===== src/rtl/piso_pkg.sv =====
package piso_pkg;

  // Strobes from control to datapath; at most one is high in a cycle.
  typedef struct packed {
    logic loadEn;   // copy parallel data into all stages
    logic shiftEn;  // move every stage one place toward the output
  } piso_strobes_t;

endpackage


===== src/rtl/piso_sync.sv =====
module piso_sync #(
  parameter int STAGES = 2,
  parameter int WIDTH = 1,
  parameter logic [WIDTH-1:0] RESET_VAL = '0
) (
  input  logic             clk,
  input  logic             rst,
  input  logic [WIDTH-1:0] asyncIn,
  output logic [WIDTH-1:0] syncOut
);

  logic [STAGES-1:0][WIDTH-1:0] chain;

  genvar s;
  generate
    for (s = 0; s < STAGES; s++) begin : g_stage
      if (s == 0) begin : g_first
        always_ff @(posedge clk) begin
          if (rst) chain[s] <= RESET_VAL;
          else     chain[s] <= asyncIn;
        end
      end else begin : g_next
        always_ff @(posedge clk) begin
          if (rst) chain[s] <= RESET_VAL;
          else     chain[s] <= chain[s-1];
        end
      end
    end
  endgenerate

  assign syncOut = chain[STAGES-1];

endmodule


===== src/rtl/piso_ctrl.sv =====
module piso_ctrl
  import piso_pkg::*;
#(
  parameter int WIDTH = 8,
  parameter int SYNC_STAGES = 2
) (
  input  logic             clk,
  input  logic             rst,
  input  logic             shiftClk,
  input  logic             clkEnN,
  input  logic             loadN,
  input  logic             serialIn,
  input  logic [WIDTH-1:0] parIn,
  output piso_strobes_t    strobes,
  output logic [WIDTH-1:0] syncedPar,
  output logic             syncedSer
);

  localparam int CTRL_BITS = 3;
  localparam int DATA_BITS = WIDTH + 1;

  logic [CTRL_BITS-1:0] ctrlSync;
  logic [DATA_BITS-1:0] dataSync;
  logic combinedClk;
  logic prevCombined;
  logic loadActive;

  // Control pins come out of reset in their idle state: clock high, enable off, load off.
  piso_sync #(
    .STAGES(SYNC_STAGES),
    .WIDTH(CTRL_BITS),
    .RESET_VAL({CTRL_BITS{1'b1}})
  ) uCtrlSync (
    .clk(clk),
    .rst(rst),
    .asyncIn({loadN, clkEnN, shiftClk}),
    .syncOut(ctrlSync)
  );

  piso_sync #(
    .STAGES(SYNC_STAGES),
    .WIDTH(DATA_BITS),
    .RESET_VAL({DATA_BITS{1'b0}})
  ) uDataSync (
    .clk(clk),
    .rst(rst),
    .asyncIn({serialIn, parIn}),
    .syncOut(dataSync)
  );

  assign combinedClk = ctrlSync[0] | ctrlSync[1];
  assign loadActive  = ~ctrlSync[2];
  assign syncedPar   = dataSync[WIDTH-1:0];
  assign syncedSer   = dataSync[WIDTH];

  // Edge history is pinned high during load and reset, so a release never acts as an edge.
  always_ff @(posedge clk) begin
    if (rst || loadActive) prevCombined <= 1'b1;
    else                   prevCombined <= combinedClk;
  end

  always_comb begin
    strobes.loadEn  = loadActive;
    strobes.shiftEn = ~loadActive & combinedClk & ~prevCombined;
  end

endmodule


===== src/rtl/piso_datapath.sv =====
module piso_datapath
  import piso_pkg::*;
#(
  parameter int WIDTH = 8
) (
  input  logic             clk,
  input  logic             rst,
  input  piso_strobes_t    strobes,
  input  logic [WIDTH-1:0] syncedPar,
  input  logic             syncedSer,
  output logic             lastStage
);

  logic [WIDTH-1:0] stages;
  logic [WIDTH-1:0] stageNext;

  genvar i;
  generate
    for (i = 0; i < WIDTH; i++) begin : g_bit
      logic fromLeft;
      if (i == 0) begin : g_head
        assign fromLeft = syncedSer;
      end else begin : g_body
        assign fromLeft = stages[i-1];
      end

      always_comb begin
        if (strobes.loadEn)       stageNext[i] = syncedPar[i];
        else if (strobes.shiftEn) stageNext[i] = fromLeft;
        else                      stageNext[i] = stages[i];
      end
    end
  endgenerate

  always_ff @(posedge clk) begin
    if (rst) stages <= '0;
    else     stages <= stageNext;
  end

  assign lastStage = stages[WIDTH-1];

endmodule


===== src/rtl/piso_shift_unit.sv =====
module piso_shift_unit
  import piso_pkg::*;
#(
  parameter int WIDTH = 8,
  parameter int SYNC_STAGES = 2
) (
  input  logic             clk,
  input  logic             rst,
  input  logic             shiftClk,
  input  logic             clkEnN,
  input  logic             loadN,
  input  logic             serialIn,
  input  logic [WIDTH-1:0] parIn,
  output logic             serOut,
  output logic             serOutN
);

  piso_strobes_t strobes;
  logic [WIDTH-1:0] syncedPar;
  logic syncedSer;
  logic lastStage;

  piso_ctrl #(
    .WIDTH(WIDTH),
    .SYNC_STAGES(SYNC_STAGES)
  ) uCtrl (
    .clk(clk),
    .rst(rst),
    .shiftClk(shiftClk),
    .clkEnN(clkEnN),
    .loadN(loadN),
    .serialIn(serialIn),
    .parIn(parIn),
    .strobes(strobes),
    .syncedPar(syncedPar),
    .syncedSer(syncedSer)
  );

  piso_datapath #(
    .WIDTH(WIDTH)
  ) uPath (
    .clk(clk),
    .rst(rst),
    .strobes(strobes),
    .syncedPar(syncedPar),
    .syncedSer(syncedSer),
    .lastStage(lastStage)
  );

  assign serOut  = lastStage;
  assign serOutN = ~lastStage;

endmodule


===== config.mk =====
export PLATFORM = sky130hd
export DESIGN_NAME = piso_shift_unit
export DESIGN_NICKNAME = d
export VERILOG_FILES = /design/src/rtl/piso_pkg.sv /design/src/rtl/piso_sync.sv /design/src/rtl/piso_ctrl.sv /design/src/rtl/piso_datapath.sv /design/src/rtl/piso_shift_unit.sv
export SDC_FILE = /design/constraint.sdc
export NUM_CORES = 1
export LEC_CHECK = 0
export BUFFER_PORTS_ARGS = -buffer_cell sky130_fd_sc_hd__buf_2
export CAP_MARGIN = 20
export CELL_PAD_IN_SITES_DETAIL_PLACEMENT = 0
export CELL_PAD_IN_SITES_GLOBAL_PLACEMENT = 1
export CORE_ASPECT_RATIO = 1.25
export CORE_MARGIN = 2
export CORE_UTILIZATION = 43
export DETAILED_ROUTE_END_ITERATION = 8
export PLACE_DENSITY = 0.76
export SLEW_MARGIN = 20
export SYNTH_ARGS = -nofsm -noshare
export SYNTH_HDL_FRONTEND = slang
export SYNTH_HIERARCHICAL = 1
export SYNTH_SLANG_ARGS = --single-unit

===== constraint.sdc =====
create_clock -name clk -period 1.5 [get_ports clk]
set_clock_uncertainty 0.15 [all_clocks]
set_input_delay 0.15 -clock clk [delete_from_list [all_inputs] [get_ports clk]]
set_output_delay 0.15 -clock clk [all_outputs]
set_load 0.01 [all_outputs]

==> results of run 1 <==
-- cells in the mapped netlist --
library cell / n / area, um2
dfxtp_1: 33 / 661
nor2b_1: 19 / 119
buf_4: 14 / 105
a211oi_1: 8 / 60.1
mux2i_1: 8 / 80.1
and2b_1: 7 / 52.6
or2_1: 6 / 37.5
inv_2: 2 / 7.51
buf_1: 1 / 3.75
buf_6: 1 / 11.3
inv_1: 1 / 3.75
nand3b_1: 1 / 7.51
nor2_1: 1 / 3.75
nor3_2: 1 / 10.0
-- timing repair --
item,CTS,global route
gates resized for setup,0,0
endpoints found under the hold margin,12,0
hold buffers,12,0
-- where the power goes --
group | switching [mW] | internal, mW
logic | 0.0363 | 0.0633
registers | 0.0120 | 0.916
clock network | 0.275 | 0.271
total | 0.323 | 1.25
-- worst min path at each step --
stage	endpoint	slack, ps	from	depth (start not counted)
finish	uCtrl/uDataSync/chain[3]$_SDFF_PP0_	100	rst	2
floorplan	uCtrl/uDataSync/chain[6]$_SDFF_PP0_	70	rst	1
global route	uCtrl/uDataSync/chain[7]$_SDFF_PP0_	120	rst	2
CTS	uCtrl/uDataSync/chain[6]$_SDFF_PP0_	100	rst	2
detailed placement	uCtrl/uCtrlSync/chain[0]$_SDFF_PP1_	180	shiftClk	2
global placement	uCtrl/uCtrlSync/chain[0]$_SDFF_PP1_	180	shiftClk	2
-- critical path, stage by stage, from the launching register on --
cell      delay, ps
dfxtp_1         350
inv_2            80
nor3_2          170
buf_4           200
mux2i_1         210
a211oi_1         90
-- through the flow --
| step | util [%] | power, mW | setup slack, ps | hold slack [ps] |
|---|---|---|---|---|
| 4_1_cts | 51.7 | 1.60 | 93.2 | 103 |
| 5_1_grt | 51.7 | 1.66 | 4.00 | 117 |
| 2_1_floorplan | - | 1.02 | 223 | 71.6 |
| 6_report | 51.7 | 1.57 | 120 | 103 |
| 3_3_place_gp | 44.4 | 1.02 | 144 | 178 |
| 3_5_place_dp | 44.4 | 1.03 | 109 | 183 |
-- routing by layer --
layer | up-vias | GRT usage, % | share of wire, %
met5 | - | 0 | 0
met4 | 0 | 7.09 | 3.6
met3 | 5 | 6.49 | 6.1
met2 | 15 | 17.4 | 50
met1 | 286 | 9.77 | 40
li1 | 356 | - | -
-- area by class of cell --
type | count | area, um2 | share of cell area [%]
inverter | 3 | 11.3 | 0.829
sequential | 33 | 661 | 48.7
timing repair buffer | 28 | 203 | 14.9
clock inverter | 1 | 5.00 | 0.369
clock buffer | 7 | 65.1 | 4.79
tap | 34 | 42.5 | 3.13
multi-input combinational | 51 | 370 | 27.3
-- logic make-up after synthesis --
group | share of synthesized area [%]
simple gates | 19.8
buf+inv | 11.3
compound gates | 5.17
flops | 56.8
mux | 6.89
-- flip-flops by register name, indices dropped and copies added (netlist names) --
signal                   flops
uPath/stages                 8
uCtrl/uCtrlSync/syncOut      3
uCtrl/prevCombined           1
uCtrl/uDataSync/syncOut      9
uCtrl/uCtrlSync/chain        3
uCtrl/uDataSync/chain        9
==> summary.txt, run 1 <==
Setup path
  – WP data arrival: 1430 ps
  – Reg2reg setup slack: 120 ps
  – Worst Path Required: 1550 ps
  – Type of destination of the critical path: register
  – Crit path launch type: register
  – Critical path capture point: uPath/stages[7]$_SDFFE_PP0P_
  – Reg2reg start: uCtrl/uCtrlSync/syncOut[2]$_SDFF_PP1_
  – Crit Path Category: reg2reg
  – R2r endpoint: uPath/stages[7]$_SDFFE_PP0P_
  – Crit. Startpoint: uCtrl/uCtrlSync/syncOut[2]$_SDFF_PP1_
  – CP max FO: 10
  – FF-to-FF path depth: 5

Timing
  – Slew headroom: 68.2%
  – Fmax: 0.725 GHz
  – Final TNS setup: 0 ps
  – Worst-margin pin slew: 476 ps
  – Fin crit period: 1380 ps
  – Final number of setup-violating endpoints: 0
  – Pins Over Slew Limit: 0
  – Tcrit/Tclk final: 92.0%
  – Hold violation count in the final report: 0
  – RSZ-0062 raised after global routing: no

Die
  – Initial Utilization: 44.2%
  – # IOs: 16
  – Height of the die: 62.1 um
  – Die width: 50.5 um
  – FP Rows: 21
  – Core Footprint: 0.00263 mm2
  – Die footprint: 0.00314 mm2

Global route
  – Gr usage total: 10.7%
  – Largest net degree at the start of global routing: 34
  – Initial antenna violation count: 0
  – Vias in the first global route: 612
  – First-pass GRT wire length: 2.42 mm
  – Remaining Overflow, GRT: 0

Logic synthesis
  – Post-Syn Area per Cell: approximately 11 um2
  – Sequential cell area fraction in the yosys report: 56.8%
  – Cell area after synthesis: 0.00116 mm2
  – #FFs+latches synth: 33
  – Synth warnings: 6
  – Synth Net Count: 117
  – Cell variety after synth: 14
  – Mapped Cells: 103

Layout
  – Antenna cells: 0
  – Final Non-Filler Cells: 157
  – Fillers: 247
  – Most common cell after layout, fill and taps aside: dfxtp_1
  – Total Nets Final: ~140
  – Share of cells above drive strength 1: 22.0%
  – Area grow syn2layout: 16.8%
  – Finished Cell Area: 0.00136 mm2
  – Commonest non-fill, non-tap cells in the layout: 33 x dfxtp_1, 19 x nor2b_1, 15 x buf_2, 12 x dlygate4sd3_1

Run
  – # Max-Cap Violations: 0

Power and ir drop
  – Leakage: between 0.5 and 0.6 nW
  – VDD IR-drop max: roughly 0.8 mV
  – Cell Pwr Density: 1160 mW/mm2

Routing
  – DRC errors left: 0
  – Via Count: 662
  – Antenna-violating nets left: 0
  – Initial DRC Count: 1
  – First-pass DRT Iterations: 2
  – Via density: 4.22
  – Wire per inst: between 8 and 9 um
  – Drt total wl: 1.32 mm

Placed design
  – Placed Area: 0.00117 mm2
  – Placer congestion estimate: 0.706
  – IO Port Bufs: 15
  – Placed Cells: 137

Clock network
  – CTS sink cnt: 33
  – CTS Root Buffer Type: clkbuf_4
  – Post-CTS Setup Bufs: 0
  – Skew-Pair Late Insertion Delay: 330 ps
  – Num CTS Buffers: 5
  – Clock buffer depth: 2
  – H-tree levels: 2
  – Reg clk slew, reported paths: 90 ps
  – CTS tree: done

Worst hold path
  – Worst hold path type: in2reg

Status
  – Outcome: complete, no violations
(Power assumes the default switching activity.)
==> inputs of run 2 (changes only) <==
--- a/config.mk
+++ b/config.mk
@@ -5,15 +5,16 @@
 export SDC_FILE = /design/constraint.sdc
 export NUM_CORES = 1
 export LEC_CHECK = 0
+export ABC_AREA = 1
 export BUFFER_PORTS_ARGS = -buffer_cell sky130_fd_sc_hd__buf_2
 export CAP_MARGIN = 20
 export CELL_PAD_IN_SITES_DETAIL_PLACEMENT = 0
 export CELL_PAD_IN_SITES_GLOBAL_PLACEMENT = 1
 export CORE_ASPECT_RATIO = 1.25
 export CORE_MARGIN = 2
-export CORE_UTILIZATION = 43
+export CORE_UTILIZATION = 40
 export DETAILED_ROUTE_END_ITERATION = 8
-export PLACE_DENSITY = 0.76
+export PLACE_DENSITY = 0.75
 export SLEW_MARGIN = 20
 export SYNTH_ARGS = -nofsm -noshare
 export SYNTH_HDL_FRONTEND = slang
==> run 2 against run 1 <==
Register-to-register slack better by 160 ps; largest cell class unchanged; fmax fell by 4.3%; total power fell by 4.1%; critical path type is now in2reg; count of clock-buffer cells in the layout unchanged; sequential share of layout area down 2.9 points; synthesized cell count increased by 54%.
==> summary.txt, run 2 <==
Die
  – FP Rows: 22
  – Core Footprint: 0.00297 mm2
  – Die footprint: approximately 0.0036 mm2
  – # IOs: 16
  – Initial Utilization: 42.2%
  – Height of the die: 66.6 um
  – Die width: around 54 um

Timing
  – Pins Over Slew Limit: 0
  – Setup ws final: approximately 59 ps
  – Final number of setup-violating endpoints: 0
  – Fin crit period: 1440 ps
  – Hold violation count in the final report: 0
  – Slew headroom: 82.9%
  – Final TNS setup: 0 ps
  – Worst hold slack: 251 ps
  – Fmax: 0.694 GHz
  – Worst-margin pin slew: 257 ps
  – RSZ-0062 raised after global routing: no
  – Tcrit/Tclk final: roughly 96%

Clock network
  – Reg clk slew, reported paths: 90 ps
  – Clock buffer depth: 2
  – Num CTS Buffers: 5
  – Post-CTS Setup Bufs: 0
  – CTS tree: done
  – Skew-Pair Late Insertion Delay: 320 ps
  – CTS sink cnt: 33
  – H-tree levels: 2
  – CTS Root Buffer Type: clkbuf_4

Global route
  – GRT Max-Usage Layer: met2
  – Gr usage total: roughly an eighth
  – Initial antenna violation count: 0
  – GRT met3 Usage: 6.73%
  – Largest net degree at the start of global routing: 13
  – First-pass GRT wire length: 3.06 mm
  – Met2 usage: between 15 and 20%
  – Vias in the first global route: 806
  – Met1 GRT Util: about an eighth
  – Remaining Overflow, GRT: 0

Layout
  – Final Non-Filler Cells: ~220
  – Area grow syn2layout: 15.2%
  – Finished Cell Area: 0.00145 mm2
  – Share of cells above drive strength 1: between 15 and 20%
  – Commonest non-fill, non-tap cells in the layout: 34 x inv_1, 34 x nand2_1, 33 x dfxtp_1, 20 x nor2_1
  – Final core utilization: 48.6%
  – Antenna cells: 0
  – Total Nets Final: 194

Setup path
  – Type of destination of the critical path: register
  – Worst path cell trace: dlygate4sd3_1 -> clkbuf_4 -> nor2_1 -> dlygate4sd3_1
  – Crit path launch type: input pin
  – Crit Path Category: in2reg
  – Worst path slowest cell: dlygate4sd3_1
  – Largest stage delay, worst path: 540 ps
  – CP max FO: 11
  – WP data arrival: roughly 1500 ps
  – Worst Path Required: 1560 ps
  – Most common cell on crit path: dlygate4sd3_1

Power and ir drop
  – VDD IR-drop max: 0.634 mV
  – Leakage: between 0.7 and 0.8 nW
  – Power Total: 1.51 mW
  – Cell Pwr Density: 1040 mW/mm2

Routing
  – Antenna-violating nets left: 0
  – Initial DRC Count: 9
  – Drt total wl: roughly 1.7 mm
  – Via Count: approximately 840
  – Via density: 3.87
  – DRC errors left: 0
  – First-pass DRT Iterations: 3
  – Wire per inst: between 7 and 8 um

Logic synthesis
  – Number of synthesized flops with an enable pin: 0
  – Top post-synthesis cells by count: 34 x inv_1, 34 x nand2_1, 33 x dfxtp_1, 20 x nor2_1
  – Post-synth top area share: about 53%
  – Simple-Gate Fraction of Synth Area: 23.8%
  – Post-Synth Adder-Cell Area: 0%
  – Post-Syn Area per Cell: 7.89 um2
  – #FFs+latches synth: 33
  – Post-synth top area cell: dfxtp_1
  – Post-synthesis compound-gate area fraction: 0.698%
  – Fraction of registers with async set/reset: 0%
  – Synth warnings: 6
  – Synth Net Count: 173
  – Sequential cell area fraction in the yosys report: 52.6%
  – Cell area after synthesis: about 0.0013 mm2
  – Post-Synth XOR/XNOR Area: 0%
  – Mapped Cells: 159
  – Mux cell area share after synthesis: 0%
  – Ys flop type: dfxtp_1
  – Area contributors post-synth: dfxtp_1 53%, inv_1 10%, nand2_1 10%
  – Cell variety after synth: 13
  – Largest family of logic cells by synthesized area: simple AND/OR/NAND/NOR gates

Placed design
  – Placed Area: about 0.0012 mm2
  – Placer congestion estimate: 0.710
  – Placed Cells: 195
  – IO Port Bufs: 15
  – DP Worst Slack: 300 ps
  – Post-DP HPWL: 1.08 mm

Run
  – # Max-Cap Violations: 0

Status
  – Outcome: complete, no violations

Worst hold path
  – Worst hold path type: reg2reg
run 2: worst paths after layout:
| check | slack [ps] | depth (start not counted) | end | start |
|---|---|---|---|---|
| setup / recovery | 60 | 4 | uCtrl/uDataSync/chain[4]$_SDFF_PP0_ | rst |
| setup reg to reg | 280 | 6 | uPath/stages[4]$_SDFFE_PP0P_ | uCtrl/uCtrlSync/syncOut[1]$_SDFF_PP1_ |
| hold / removal | 250 | 2 | uCtrl/uDataSync/syncOut[8]$_SDFF_PP0_ | uCtrl/uDataSync/chain[8]$_SDFF_PP0_ |
| hold reg to reg | 250 | 2 | uCtrl/uDataSync/syncOut[8]$_SDFF_PP0_ | uCtrl/uDataSync/chain[8]$_SDFF_PP0_ |
run 2: cells by family (layout without fill, tap and decap cells):
group / after synthesis / count (layout)
compound gates: 1 / 1
buf+inv: 55 / 76
flops: 33 / 33
simple gates: 70 / 70
run 2: final cells by class:
type | instances | area [um2]
inverter | 38 | 144
multi-input combinational | 71 | 308
timing repair buffer | 31 | 233
clock buffer | 7 | 55.1
tap | 36 | 45.0
fill | 310 | 1530
sequential | 33 | 661
run 2: critical path, delay by kind of cell:
kind	cells	cell delay, ps
buf+inv	3	1280
simple gates	1	60
run 2: power by group:
| group | switching (mW) | internal (mW) |
|---|---|---|
| clock network | 0.261 | 0.221 |
| registers | 0.00919 | 0.909 |
| logic | 0.0505 | 0.0579 |
run 2: metal layers:
| metal | wire (um) | part of all wire (%) | vias up |
|---|---|---|---|
| li1 | - | - | 481 |
| met1 | 767 | 46 | 337 |
| met2 | 810 | 48 | 16 |
| met3 | 74 | 4.4 | 2 |
| met4 | 18 | 1.1 | 0 |
| met5 | 0 | 0 | - |
run 2: repair_timing:
item,4_1_cts,5_1_grt
gates resized for setup,0,1
setup endpoints to repair,0,1
hold buffers,14,0
hold endpoints to repair,15,0
